`config.mk`:
```
export PLATFORM = sky130hd
export DESIGN_NAME = spi_sensor_host
export DESIGN_NICKNAME = d
export VERILOG_FILES = /design/src/rtl/spi_sensor_host.sv
export SDC_FILE = /design/constraint.sdc
export NUM_CORES = 1
export LEC_CHECK = 0
export BUFFER_PORTS_ARGS = -buffer_cell sky130_fd_sc_hd__buf_4
export CAP_MARGIN = 20
export CORE_MARGIN = 2
export CORE_UTILIZATION = 40
export DETAILED_ROUTE_END_ITERATION = 10
export PLACE_DENSITY = 0.67
export SYNTH_ARGS = -nofsm -noshare
export SYNTH_HDL_FRONTEND = slang
export SYNTH_SLANG_ARGS = --single-unit
```
`constraint.sdc`:
```
create_clock -name clk -period 1.7 [get_ports clk]
set_input_delay 0.34 -clock clk [delete_from_list [all_inputs] [get_ports clk]]
set_output_delay 0.34 -clock clk [all_outputs]
set_load 0.02 [all_outputs]
```
`src/rtl/spi_sensor_host.sv`:
```
module spi_sensor_host #(
  parameter int CLK_DIV     = 4,
  parameter int MIN_LOW_CYC = 1600,
  parameter int TRIGGERED   = 1
) (
  input  logic        clk,
  input  logic        rst_n,
  input  logic        req_valid,
  input  logic        req_start,
  input  logic [1:0]  req_len,
  output logic        busy,
  output logic        done,
  output logic        done_start,
  output logic [2:0]  done_nbytes,
  output logic [31:0] rd_data,
  output logic [1:0]  status,
  output logic        sclk,
  output logic        ss_n,
  input  logic        miso
);
  localparam int DW = $clog2(CLK_DIV) + 1;
  localparam int LW = $clog2(MIN_LOW_CYC + 1) + 1;

  typedef enum logic [1:0] {S_IDLE, S_XFER, S_HOLD} st_t;
  st_t st;

  logic          op_start;
  logic [2:0]    nb;
  logic [DW-1:0] div;
  logic [5:0]    bitcnt;
  logic [31:0]   sh;
  logic [LW-1:0] lowcnt;
  logic          sclk_q, ss_q;
  logic [2:0]    req_nb;
  logic [31:0]   aligned;
  logic [1:0]    raw;

  wire accept   = req_valid && st == S_IDLE && (!req_start || TRIGGERED != 0);
  wire tick     = div == DW'(CLK_DIV - 1);
  wire last_bit = bitcnt == {nb, 3'b000};
  wire low_ok   = !op_start || lowcnt >= LW'(MIN_LOW_CYC - 1);

  always_comb begin
    if (req_start)         req_nb = 3'd1;
    else if (req_len == 0) req_nb = 3'd2;
    else if (req_len == 1) req_nb = 3'd3;
    else                   req_nb = 3'd4;
  end

  always_comb begin
    case (nb)
      3'd2:    aligned = {sh[15:0], 16'h0};
      3'd3:    aligned = {sh[23:0], 8'h0};
      default: aligned = sh;
    endcase
  end

  assign raw = aligned[31:30];

  always_ff @(posedge clk or negedge rst_n) begin
    if (!rst_n) begin
      st          <= S_IDLE;
      op_start    <= 1'b0;
      nb          <= 3'd0;
      div         <= '0;
      bitcnt      <= '0;
      sh          <= '0;
      lowcnt      <= '0;
      sclk_q      <= 1'b0;
      ss_q        <= 1'b1;
      done        <= 1'b0;
      done_start  <= 1'b0;
      done_nbytes <= 3'd0;
      rd_data     <= '0;
      status      <= 2'b00;
    end else begin
      done <= 1'b0;
      if (st != S_IDLE && lowcnt != '1) lowcnt <= lowcnt + 1'b1;
      case (st)
        S_IDLE: if (accept) begin
          st       <= S_XFER;
          op_start <= req_start;
          nb       <= req_nb;
          div      <= '0;
          bitcnt   <= '0;
          sh       <= '0;
          lowcnt   <= '0;
          ss_q     <= 1'b0;
        end
        S_XFER: begin
          div <= tick ? '0 : div + 1'b1;
          if (tick) begin
            if (!sclk_q) begin
              sclk_q <= 1'b1;
              sh     <= {sh[30:0], miso};
              bitcnt <= bitcnt + 1'b1;
            end else begin
              sclk_q <= 1'b0;
              if (last_bit) st <= S_HOLD;
            end
          end
        end
        S_HOLD: if (low_ok) begin
          st          <= S_IDLE;
          ss_q        <= 1'b1;
          done        <= 1'b1;
          done_start  <= op_start;
          done_nbytes <= nb;
          if (!op_start) begin
            rd_data <= aligned;
            status  <= (raw == 2'b01) ? 2'b11 : raw;
          end
        end
        default: st <= S_IDLE;
      endcase
    end
  end

  assign busy = st != S_IDLE;
  assign sclk = sclk_q;
  assign ss_n = ss_q;
endmodule

```
==> flow_metrics.env <==
export IMPL_status="complete, no violations"
export IMPL_ys_top_cells_by_count="nand2_1 (134), dfrtp_1 (99), o21ai_0 (62)"
export IMPL_totalWireLength_um=10600
export IMPL_syn_area_um2=4670
export IMPL_grt_pass1_wl_um=17600
export IMPL_fmax_mhz=602
export IMPL_hpwlAfterDp_um=7090
export IMPL_antenna_found_initial=0
export IMPL_ys_ff_latch=100
export IMPL_syn_inst=505
export IMPL_nNetsFinal=568
export IMPL_endpoint_kind="flop"
export IMPL_peakVddDrop_mv=0.866
export IMPL_syn_avg_cell_area_um2=9.24
export IMPL_fin_skew_ns=0.00397
export IMPL_layout_drive_gt1_share_pct=19.8
export IMPL_maxSlewViolCount=0
export IMPL_ff_latch_area_um2=2500
export IMPL_synth_area_leaders="dfrtp_1 (53%), nand2_1 (11%), o21ai_0 (6.7%), mux2i_1 (4.3%), a21oi_1 (3.2%)"
export IMPL_n_antenna_cell=0
export IMPL_multi_input_area_um2=2030
export IMPL_start_util_pct=40.9
export IMPL_dr_wl_met2_um=5310
export IMPL_die_x_um=112
export IMPL_fillers=1068
export IMPL_grt_max_degree=67
export IMPL_cp_arrival_ns=1.93
export IMPL_fin_crit_sh_pct=97.7
export IMPL_cts_max_path_buffers=2
export IMPL_numCtsBuffers=9
export IMPL_port_buffers=48
export IMPL_grt_pass1_vias=3571
export IMPL_routedWlPerCell_um=15.0
export IMPL_postRouteAntennaNets=0
export IMPL_required_ns=1.97
export IMPL_grt_overflow=0
export IMPL_die_area_um2=12500
export IMPL_grt_usage_pct=17.3
export IMPL_synth_cell_types=53
export IMPL_ys_async_sr_fraction_pct=100
export IMPL_period_needed_ns=1.66
export IMPL_maxCapViolations=0
export IMPL_place_gp_congestion=0.877
export IMPL_syn_nets=516
export IMPL_area_growth_pct=22.6
export IMPL_crit_chain="ha_2, and4bb_2, o21bai_4, or4_4, a21oi_2"
export IMPL_ys_flop_type="dfrtp_1"
export IMPL_synth_top_cell_area_share_pct=53.1
export IMPL_route_met3_wl_um=385
export IMPL_cts_root_buf="clkbuf_16"
export IMPL_rsz0062_at_grt="yes"
export IMPL_rows=39
export IMPL_vias=3720
export IMPL_hold_class="in2reg"
export IMPL_ys_warn_count=0
export IMPL_cp_start_kind="flop"
export IMPL_final_hold_violation_count=0
export IMPL_crit_path_top_delay_cell="or4_4"
export IMPL_yosysMostFrequentCell="nand2_1"
export IMPL_clkTransAtPathRegs_ns=0.06
export IMPL_h_tree_depth=3
export IMPL_max_slew_margin_rel_pct=68.9
export IMPL_powerDensity_nw_per_um2=1520
export IMPL_p_leak_nw=2.70
export IMPL_synth_edf_count=0
export IMPL_finalSetupViolations=0
export IMPL_viasPerCell=5.28
export IMPL_cts_sinks=100
export IMPL_worst_pin_slew_ns=0.466
export IMPL_dpl_instance_area_um2=5320
export IMPL_core_area_um2=11400
export IMPL_first_pass_iters=5
export IMPL_critical_path_max_fanout=5
export IMPL_routed_top_layer="met4"
export IMPL_io_pins=49
export IMPL_clk_latency_ns=0.34
export IMPL_die_h_um=112
export IMPL_tritoncts="built"
export IMPL_slowest_delay_ns=0.51
export IMPL_yosys_area_top_type="dfrtp_1"
export IMPL_wl_met1_um=4700
export IMPL_synth_seq_area_share_pct=53.7
export IMPL_drtIter0Drc=175
export IMPL_hold_ws_ns=0.196
export IMPL_design_area_um2=5720
export IMPL_crit_type="reg2reg"
export IMPL_drc_errors=0
metal layers:
metal | global-route usage, % | up-vias
met4 | 5.77 | 0
met1 | 23.2 | 1796
li1 | - | 1834
met2 | 28.1 | 73
met5 | 0 | -
met3 | 3.65 | 17
registers in the layout, indices dropped and copies added (netlist names):
register / flops
sh: 32
done_nbytes: 3
lowcnt: 12
status: 2
div: 3
ss_n: 1
st: 2
bitcnt: 6
op_start: 1
done_start: 1
rd_data: 32
done: 1
sclk: 1
nb: 3
metrics by stage:
step           setup TNS [ns]  total power [mW]  worst slack (ns)  cells  util (%)
2_1_floorplan               0              5.40             0.107    505         -
3_3_place_gp                0              6.28            0.0586    686      46.6
5_1_grt               -0.0367              9.31           -0.0333    704      50.1
4_1_cts                     0              8.60           0.00272    702      49.5
3_5_place_dp                0              6.39            0.0457    686      46.6
6_report                    0              8.70            0.0397    704      50.1
logic make-up (layout without fill, tap and decap cells):
group                      Yosys count  count (layout)  share of synthesized area [%]
AOI/OAI and AO/OA                  122             122                           15.0
xor gates and xnor gates             5               5                          0.939
adders and majority gates            4               4                           1.07
buffers and inverters               39              95                           3.75
DFF                                100             100                           53.7
muxes                               24              24                           5.26
and+or+nand+nor                    211             211                           20.3
worst paths after layout:
path	start	to	slack, ns	cells past startpoint
max	div[0]	bitcnt[5]	0.04	5
min	req_len[1]	nb[1]	0.20	2
max reg2reg	div[0]	bitcnt[5]	0.04	5
min reg2reg	ss_n	ss_n	0.46	2
max in group asynchronous	rst_n	ss_n	0.64	3
min in group asynchronous	rst_n	status[0]	0.49	2
cells in the final DEF, fill, tap and decap left out, types with 2 or more instances in the layout:
cell,instances
ha_1,2
nand3_1,12
mux2_2,4
inv_1,5
nand2b_1,4
nor2b_1,5
nor2_1,23
nand2_1,133
and3_1,9
o21a_1,2
buf_12,7
a22o_1,2
nand4_1,3
a211oi_1,3
bufinv_16,2
ha_2,2
clkbuf_16,10
a31oi_1,2
mux2i_1,20
xnor2_1,4
o211ai_1,3
dfrtp_1,98
and4_1,2
o31ai_1,5
a21o_1,2
buf_4,64
or4_1,2
a21oi_1,29
o21ai_0,62
nor3_1,2
power by group:
part	switching (mW)	leakage, nW	internal [mW]
sequential	0.711	1.34	3.01
combinational	1.58	1.20	1.22
clock	0.863	0.156	1.32
critical path: cells and delay by family (launching register included):
| kind | cells | cell delay [ns] |
|---|---|---|
| AND/OR/NAND/NOR | 2 | 0.79 |
| adder cells (fa/ha/maj) | 1 | 0.20 |
| AO/OA/AOI/OAI | 2 | 0.23 |
| flip-flops | 1 | 0.37 |
final cells by class:
class | instances | area share, %
flip-flops and latches | 100 | 43.8
well taps | 143 | 3.13
clock inverters | 4 | 1.29
clock buffers | 11 | 4.24
repair buffers | 74 | 11.7
inverters | 6 | 0.394
multi-input cells | 366 | 35.5
timing repair:
item | in CTS | in global routing
setup endpoints to repair | 1 | 61
resized for setup | 1 | 12
hold buffers | 1 | 0
cloned | 0 | 1
pin swaps | 0 | 2
buffers inserted | 0 | 1
endpoints found under the hold margin | 30 | 0
Note: power is estimated with default switching activity, not from simulation.
